File: config.mk
export PLATFORM = sky130hd
export DESIGN_NAME = lvl_intc
export DESIGN_NICKNAME = d
export VERILOG_FILES = /design/src/rtl/lvl_intc_pkg.sv /design/src/rtl/lvl_intc_regs.sv /design/src/rtl/lvl_intc_status.sv /design/src/rtl/lvl_intc_rdport.sv /design/src/rtl/lvl_intc.sv
export SDC_FILE = /design/constraint.sdc
export NUM_CORES = 1
export LEC_CHECK = 0
export BUFFER_PORTS_ARGS = -buffer_cell sky130_fd_sc_hd__clkbuf_2
export CAP_MARGIN = 20
export CORE_MARGIN = 2
export CORE_UTILIZATION = 51
export CTS_CLUSTER_SIZE = 12
export DETAILED_ROUTE_END_ITERATION = 12
export GPL_TIMING_DRIVEN = 1
export PLACE_DENSITY = 0.75
export RECOVER_POWER = 100
export SLEW_MARGIN = 15
export SYNTH_ARGS = -nofsm -noshare
export SYNTH_HDL_FRONTEND = slang
export SYNTH_SLANG_ARGS = --single-unit
File: constraint.sdc
create_clock -name clk -period 2.2 [get_ports clk]
set_clock_uncertainty 0.05 [all_clocks]
set_input_delay 0 -clock clk [delete_from_list [all_inputs] [get_ports clk]]
set_output_delay 0 -clock clk [all_outputs]
set_load 0.01 [all_outputs]
File: src/rtl/lvl_intc_pkg.sv
package lvl_intc_pkg;

  localparam int ADDR_W    = 12;
  localparam int FIQ_SEL_W = 7;
  localparam int NCOPY     = 11;
  localparam int COPY_BASE = 10;
  localparam int GRP_LO    = 8;
  localparam int GRP_HI    = 9;

  typedef enum logic [3:0] {
    REG_SUMMARY, REG_PEND_LO, REG_PEND_HI, REG_FIQ,
    REG_EN_LO,  REG_EN_HI,  REG_EN_LOC,
    REG_DIS_LO, REG_DIS_HI, REG_DIS_LOC,
    REG_NONE
  } reg_id_t;

  typedef struct packed {
    logic                 en;
    logic [FIQ_SEL_W-1:0] sel;
  } fiq_ctrl_t;

  // Byte offset to register identity; unaligned or unknown -> REG_NONE.
  function automatic reg_id_t reg_of(logic [ADDR_W-1:0] a);
    case (a)
      12'h000: return REG_SUMMARY;
      12'h004: return REG_PEND_LO;
      12'h008: return REG_PEND_HI;
      12'h00C: return REG_FIQ;
      12'h010: return REG_EN_LO;
      12'h014: return REG_EN_HI;
      12'h018: return REG_EN_LOC;
      12'h01C: return REG_DIS_LO;
      12'h020: return REG_DIS_HI;
      12'h024: return REG_DIS_LOC;
      default: return REG_NONE;
    endcase
  endfunction

  // Peripheral line mirrored into summary slot k.
  function automatic int copy_src(int k);
    case (k)
      0: return 7;   1: return 9;   2: return 10;  3: return 18;
      4: return 19;  5: return 53;  6: return 54;  7: return 55;
      8: return 56;  9: return 57;  default: return 62;
    endcase
  endfunction

endpackage

File: src/rtl/lvl_intc_regs.sv
module lvl_intc_regs
  import lvl_intc_pkg::*;
#(
  parameter int DATA_W  = 32,
  parameter int LOCAL_N = 8,
  localparam int PERIPH_N = 2 * DATA_W
) (
  input  logic                clk,
  input  logic                rst_n,
  input  logic                wr_en,
  input  reg_id_t             wr_id,
  input  logic [DATA_W-1:0]   wdata,
  output logic [PERIPH_N-1:0] pmask,
  output logic [LOCAL_N-1:0]  lmask,
  output fiq_ctrl_t           fiq_ctrl
);

  for (genvar w = 0; w < 2; w++) begin : g_word
    localparam reg_id_t SET_ID = (w == 0) ? REG_EN_LO  : REG_EN_HI;
    localparam reg_id_t CLR_ID = (w == 0) ? REG_DIS_LO : REG_DIS_HI;
    logic [DATA_W-1:0] q;
    always_ff @(posedge clk) begin
      if (!rst_n)                        q <= '0;
      else if (wr_en && wr_id == SET_ID) q <= q | wdata;
      else if (wr_en && wr_id == CLR_ID) q <= q & ~wdata;
    end
    assign pmask[w*DATA_W +: DATA_W] = q;
  end

  always_ff @(posedge clk) begin
    if (!rst_n)                             lmask <= '0;
    else if (wr_en && wr_id == REG_EN_LOC)  lmask <= lmask | wdata[LOCAL_N-1:0];
    else if (wr_en && wr_id == REG_DIS_LOC) lmask <= lmask & ~wdata[LOCAL_N-1:0];
  end

  always_ff @(posedge clk) begin
    if (!rst_n)                         fiq_ctrl <= '0;
    else if (wr_en && wr_id == REG_FIQ) fiq_ctrl <= fiq_ctrl_t'(wdata[FIQ_SEL_W:0]);
  end

endmodule

File: src/rtl/lvl_intc_status.sv
module lvl_intc_status
  import lvl_intc_pkg::*;
#(
  parameter int DATA_W  = 32,
  parameter int LOCAL_N = 8,
  localparam int PERIPH_N = 2 * DATA_W
) (
  input  logic [PERIPH_N-1:0] plvl,
  input  logic [LOCAL_N-1:0]  llvl,
  input  logic [PERIPH_N-1:0] pmask,
  input  logic [LOCAL_N-1:0]  lmask,
  input  fiq_ctrl_t           fiq_ctrl,
  output logic [PERIPH_N-1:0] ppend,
  output logic [LOCAL_N-1:0]  lpend,
  output logic [DATA_W-1:0]   summary,
  output logic                any_pend,
  output logic                fiq_src
);

  logic [NCOPY-1:0] copies;

  assign ppend    = plvl & pmask;
  assign lpend    = llvl & lmask;
  assign any_pend = (|ppend) | (|lpend);

  for (genvar k = 0; k < NCOPY; k++) begin : g_copy
    localparam int SRC = copy_src(k);
    assign copies[k] = ppend[SRC];
  end

  always_comb begin
    summary                     = '0;
    summary[LOCAL_N-1:0]        = lpend;
    summary[GRP_LO]             = |ppend[DATA_W-1:0];
    summary[GRP_HI]             = |ppend[PERIPH_N-1:DATA_W];
    summary[COPY_BASE +: NCOPY] = copies;
  end

  // Fast line reads raw levels; selects past the last local line give 0.
  always_comb begin
    fiq_src = 1'b0;
    for (int i = 0; i < PERIPH_N; i++)
      if (fiq_ctrl.sel == FIQ_SEL_W'(i)) fiq_src = plvl[i];
    for (int j = 0; j < LOCAL_N; j++)
      if (fiq_ctrl.sel == FIQ_SEL_W'(PERIPH_N + j)) fiq_src = llvl[j];
    if (!fiq_ctrl.en) fiq_src = 1'b0;
  end

endmodule

File: src/rtl/lvl_intc_rdport.sv
module lvl_intc_rdport
  import lvl_intc_pkg::*;
#(
  parameter int DATA_W  = 32,
  parameter int LOCAL_N = 8,
  localparam int PERIPH_N = 2 * DATA_W
) (
  input  logic                clk,
  input  logic                rst_n,
  input  logic                rd_en,
  input  reg_id_t             rd_id,
  input  logic [DATA_W-1:0]   summary,
  input  logic [PERIPH_N-1:0] ppend,
  input  logic [PERIPH_N-1:0] pmask,
  input  logic [LOCAL_N-1:0]  lmask,
  input  fiq_ctrl_t           fiq_ctrl,
  output logic [DATA_W-1:0]   rdata
);

  logic [DATA_W-1:0] lmask_ext;
  logic [DATA_W-1:0] nxt;

  assign lmask_ext = {{(DATA_W-LOCAL_N){1'b0}}, lmask};

  always_comb begin
    case (rd_id)
      REG_SUMMARY: nxt = summary;
      REG_PEND_LO: nxt = ppend[DATA_W-1:0];
      REG_PEND_HI: nxt = ppend[PERIPH_N-1:DATA_W];
      REG_FIQ:     nxt = {{(DATA_W-FIQ_SEL_W-1){1'b0}}, fiq_ctrl};
      REG_EN_LO:   nxt = pmask[DATA_W-1:0];
      REG_EN_HI:   nxt = pmask[PERIPH_N-1:DATA_W];
      REG_EN_LOC:  nxt = lmask_ext;
      REG_DIS_LO:  nxt = ~pmask[DATA_W-1:0];
      REG_DIS_HI:  nxt = ~pmask[PERIPH_N-1:DATA_W];
      REG_DIS_LOC: nxt = ~lmask_ext;
      default:     nxt = '0;
    endcase
  end

  always_ff @(posedge clk) begin
    if (!rst_n)     rdata <= '0;
    else if (rd_en) rdata <= nxt;
    else            rdata <= '0;
  end

endmodule

File: src/rtl/lvl_intc.sv
module lvl_intc
  import lvl_intc_pkg::*;
#(
  parameter int DATA_W  = 32,
  parameter int LOCAL_N = 8,
  localparam int PERIPH_N = 2 * DATA_W
) (
  input  logic                clk,
  input  logic                rst_n,
  input  logic [PERIPH_N-1:0] periph_lvl,
  input  logic [LOCAL_N-1:0]  local_lvl,
  input  logic [ADDR_W-1:0]   bus_addr,
  input  logic                bus_wr,
  input  logic [DATA_W-1:0]   bus_wdata,
  input  logic                bus_rd,
  output logic [DATA_W-1:0]   bus_rdata,
  output logic                irq_o,
  output logic                fiq_o
);

  reg_id_t             acc_id;
  logic [PERIPH_N-1:0] pmask;
  logic [LOCAL_N-1:0]  lmask;
  fiq_ctrl_t           fiq_ctrl;
  logic [PERIPH_N-1:0] ppend;
  logic [LOCAL_N-1:0]  lpend;
  logic [DATA_W-1:0]   summary;
  logic                any_pend;
  logic                fiq_src;
  logic                irq_q;
  logic                fiq_q;

  assign acc_id = reg_of(bus_addr);

  lvl_intc_regs #(.DATA_W(DATA_W), .LOCAL_N(LOCAL_N)) u_regs (
    .clk      (clk),
    .rst_n    (rst_n),
    .wr_en    (bus_wr),
    .wr_id    (acc_id),
    .wdata    (bus_wdata),
    .pmask    (pmask),
    .lmask    (lmask),
    .fiq_ctrl (fiq_ctrl)
  );

  lvl_intc_status #(.DATA_W(DATA_W), .LOCAL_N(LOCAL_N)) u_status (
    .plvl     (periph_lvl),
    .llvl     (local_lvl),
    .pmask    (pmask),
    .lmask    (lmask),
    .fiq_ctrl (fiq_ctrl),
    .ppend    (ppend),
    .lpend    (lpend),
    .summary  (summary),
    .any_pend (any_pend),
    .fiq_src  (fiq_src)
  );

  lvl_intc_rdport #(.DATA_W(DATA_W), .LOCAL_N(LOCAL_N)) u_rd (
    .clk      (clk),
    .rst_n    (rst_n),
    .rd_en    (bus_rd),
    .rd_id    (acc_id),
    .summary  (summary),
    .ppend    (ppend),
    .pmask    (pmask),
    .lmask    (lmask),
    .fiq_ctrl (fiq_ctrl),
    .rdata    (bus_rdata)
  );

  always_ff @(posedge clk) begin
    if (!rst_n) begin
      irq_q <= 1'b0;
      fiq_q <= 1'b0;
    end else begin
      irq_q <= any_pend;
      fiq_q <= fiq_src;
    end
  end

  assign irq_o = irq_q;
  assign fiq_o = fiq_q;

endmodule

After elaboration in Yosys (flattened, before gate mapping)
Cells that the tools add are included.

Register bits: 114. Logic and storage cells: 210. Input bits: 120. Output and inout port bits: 34.

Bitwise logic cells: 14. Reductions and logical operators: 19. Mux-type cells: 80. Eq/ne operators: 89.

Operator list (number): 32-bit case mux with 10 select lines (1); 7-bit by 6-bit equality test with 1-bit output, second input constant (32); 32-bit 2-to-1 mux (4); 7-bit by 5-bit equality test with 1-bit output, second input constant (16); 32-bit inverter (3); 1-bit 2-to-1 mux (72); 32-bit bitwise AND (2); 64-bit bitwise AND (1); 32-bit bitwise OR (2); 32-bit OR reduction (2); 64-bit OR reduction (1); 7-bit by 4-bit equality test with 1-bit output, second input constant (8); 7-bit equality test, second input constant (8); 12-bit by 5-bit equality test with 1-bit output, second input constant (4); 4-bit case mux with 10 select lines (1); 8-bit inverter with 32-bit output (1); 7-bit by 3-bit equality test with 1-bit output, second input constant (4); 12-bit by 4-bit equality test with 1-bit output, second input constant (2); 12-bit by 6-bit equality test with 1-bit output, second input constant (2); 8-bit bitwise AND (2); 4-bit by 3-bit equality test with 1-bit output, second input constant (4); 8-bit 2-to-1 mux (2); 7-bit by 2-bit equality test with 1-bit output, second input constant (2); 12-bit by 3-bit equality test with 1-bit output, second input constant (1); 14 further kinds (25).

Depth between registers and ports, before layout
Depth in word-level cells: 73. Mapped depth: 9. Gate-level depth less buffers: 6.

Hierarchy
A second synthesis with hierarchy kept.

Cells, all modules: 1080. Area, all modules: 8429.3 um^2.

Modules (own cells, without submodules): lvl_intc_regs (area an instance 3274.4 um^2, times used 1, cells each 386); lvl_intc_rdport (area an instance 3050.4 um^2, times used 1, cells each 388); lvl_intc_status (area an instance 1985.7 um^2, times used 1, cells each 294); lvl_intc (area an instance 118.9 um^2, times used 1, cells each 12).

Least setup slack after synthesis
Ideal clock, no wire load.

Kind: register -> register. From: reg u_regs.fiq_ctrl[1] (netlist name). To: reg fiq_q, in the netlist fiq_o. Path slack: 185 ps. Setup time: 130 ps. Stages on the path, launching flop included: 8. Arrival: 1835 ps. Clock period less this slack: 2015 ps. Required time: 2020 ps. Cell sequence: dfxtp_1 > buf_2 > or4b_2 > nor3_1 > a211o_1 > o2111ai_1 > a311oi_1 > o22ai_1.

Cells in the longest elaborated chain, start to end: 73.

Ends and longest elaborated chain: 7-bit logical NOT (line lvl_intc_status.sv:43) `if (fiq_ctrl.sel == FIQ_SEL_W'(i)) fiq_src = plvl[i];`; 1-bit 2-to-1 mux (64 in series) (line lvl_intc_status.sv:43); 1-bit 2-to-1 mux (7 in series) (line lvl_intc_status.sv:45) `if (fiq_ctrl.sel == FIQ_SEL_W'(PERIPH_N + j)) fiq_src = llvl[j];`; 1-bit 2-to-1 mux * (line lvl_intc_status.sv:45); end signal: assignment (line lvl_intc.sv:78) `fiq_q <= fiq_src;`; end: declaration (line lvl_intc.sv:31) `logic fiq_q;`.

Every way passes the cells marked *; elsewhere a longest branch is shown, timed or not. A chain may end at the register's enable or synchronous reset.

Final worst setup path
From: reg u_regs.fiq_ctrl[1] (netlist name). To: reg fiq_q, in the netlist fiq_o.

Cells in the longest elaborated chain, start to end: 73.

Ends and longest elaborated chain (line): 7-bit logical NOT (lvl_intc_status.sv:43); 1-bit 2-to-1 mux (64 in series) (lvl_intc_status.sv:43); 1-bit 2-to-1 mux (7 in series) (lvl_intc_status.sv:45); 1-bit 2-to-1 mux * (lvl_intc_status.sv:45).

Marked as above.

==> flow_summary.yaml <==
global_routing:
  grt_pass1_wl_mm: 47.8
  antenna_found_initial: 0
  grt_pass1_vias: 8083
  grt_max_degree: 47
  grt_overflow: 0
  grt.total_usage_pct: 42.6
logic_synthesis:
  syn_nets: 1043
  yosys.area.top_type: "dfxtp_1"
  yosysMostFrequentCell: "nand2_1"
  synth.area.top_cells: "dfxtp_1 (31%), a22oi_1 (11%), nor2b_1 (7.2%)"
  async_flop_share_pct: 0
  synthFlopType: "dfxtp_1"
  synth_edf_count: 0
  yosysUniqueCellTypes: 70
  synth_common_cells: "nand2_1 (122), dfxtp_1 (114), a22oi_1 (102), a21oi_1 (85), nor2b_1 (84)"
  synth_cells: 923
  synth_seq_cells: 114
  syn-cell-area_um2: 7290
  avgSynthCellArea_um2: 7.89
  yosys.area.top_type_share_pct: 31.3
  yosysSeqAreaShare_pct: 31.3
  ys.warnings.count: 0
detailed_routing:
  via_per_inst: 6.81
  drcViolationCount: 0
  dr.first_iter.drc_count: 1492
  ant_nets: 0
  drtPass1Iterations: 12
  wl_per_cell_um: 24.6
  num_vias: 9020
  routed_wl_mm: 32.6
timing:
  hold_viol_final: 0
  maxSlewViolCount: 0
  final.period_utilization_pct: 98.2
  timing.setup.tns_ps: 0
  final.min_clock_period_ps: 2160
  fmax_ghz: 0.463
  setup_violations: 0
  worstMarginPinSlew_ps: 1240
  maxSlewHeadroom_pct: 17.3
floorplanning:
  die-area_um2: 15300
  core_um2: 13900
  start_util_pct: 52.3
  die_w_um: 124
  die_height_um: 124
  rows: 43
  io_pins: 154
finish:
  diodes: 0
  area_growth_syn_to_layout_pct: 29.6
  nFillCells: 1193
  seq_area_um2: 2280
  nets: 1252
  drive_gt1_share_pct: 21.2
  postLayoutCoreUtil_pct: 67.8
  fin_area_um2: 9440
  multi_input_area_um2: 4650
placement:
  portBuffers: 153
  globalplace.congestion: 1.05
  dpl.hpwl_mm: 24.1
  dpl_cell_area_um2: 8530
worst_hold_path:
  holdCritPathClass: "input port to flop"
worst_setup_path:
  start_kind: "flop"
  cp.required_ps: 2460
  regToRegSetupSlack_ps: 40
  cp_max_fo: 12
  cp.arrival_ps: 2420
  critPathKind: "flop to flop"
  crit_path_end_kind: "flop"
clock_network:
  clkTransAtPathRegs_ps: 70
  clockBufferDepth: 2
  h-tree-depth: 4
  insertion_delay_ps: 430
  cts_inserted_buffers: 17
  clock_sinks: 114
  cts_tree: "built"
  clock-root-buffer: "clkbuf_16"
pwr:
  leakage_nw: 3.22
  p_per_area_nw_per_um2: 578
  ir_worst_vdd_mv: 0.540
run_status:
  status: "completed"
job:
  maxCapViolCount: 0
## layout make-up
type	count	area share [%]
Clock buffer	18	4.65
Clock inverter	13	1.86
Inverter	12	0.477
Multi-Input combinational cell	726	49.2
Sequential cell	114	24.2
Tap cell	180	2.39
Timing Repair Buffer	261	17.2
## kinds of logic (layout without fill, tap and decap cells)
logic type	after synthesis	in the layout	synth area share (%)
simple gates	343	343	25.0
flops	114	114	31.3
compound gates	333	333	31.0
buf+inv	83	304	5.17
mux	50	50	7.45
## through the flow
stage	instances	setup WS, ps	power, W	hold WS (ps)
after CTS	1324	73.2	0.00543	3.29
after global routing	1324	-124	0.00556	32.6
after floorplan	923	185	0.00221	97.4
after detailed placement	1255	77.4	0.00247	278
final	1324	40.2	0.00545	23.1
after global placement	1255	110	0.00247	259
## path summary, 6_finish.rpt
kind / from / endpoint / cells past startpoint
setup / recovery: u_regs.fiq_ctrl[1] / fiq_o / 7
hold / removal: periph_lvl[4] / u_rd.rdata[4] / 4
setup reg to reg: u_regs.fiq_ctrl[1] / fiq_o / 7
hold reg to reg: u_regs.fiq_ctrl[7] / u_regs.fiq_ctrl[7] / 2
## worst max-delay path, cell delays in order (launching register included)
cell	delay [ps]
dfxtp_1	420
buf_4	210
nor2b_1	260
a221oi_1	120
a2111oi_1	650
a311oi_1	110
o211ai_1	130
o22ai_1	80
## cells in the final DEF, fill, tap and decap left out, drive strengths merged, types with 11 or more instances in the layout
cell,count
o22ai,16
nor2b,84
nand2,122
nor2,45
nand3,15
inv,15
o21a,13
a31oi,26
nand2b,11
dlygate4sd3,38
mux2,14
a21oi,85
nor3,11
buf,57
o21ai,20
clkbuf,184
mux2i,34
a22oi,102
dfxtp,114
## layer usage
metal | up-vias | share of wire, % | wire length, µm | track usage [%]
li1 | 3875 | - | - | -
met1 | 4222 | 38 | 12500 | 56.4
met2 | 763 | 42 | 13800 | 62.6
met3 | 160 | 14 | 4540 | 13.8
met4 | 0 | 5.2 | 1690 | 19.7
met5 | - | 0 | 0 | 0
## timing repair
action | in CTS | in global routing
buffers inserted | 0 | 0
gates resized for setup | 0 | 9
endpoints found under the setup margin | 0 | 1
endpoints found under the hold margin | 86 | 0
hold buffers | 38 | 0
## where the power goes
part           leakage [nW]  total, W  internal (W)  switching (W)
clock                 0.294   0.00295       0.00182        0.00113
combinational          2.01  0.000436      0.000180       0.000256
sequential            0.918   0.00206       0.00206    0.000000258
total                  3.22   0.00545       0.00407        0.00138
Power figures use the tool's default switching activity.
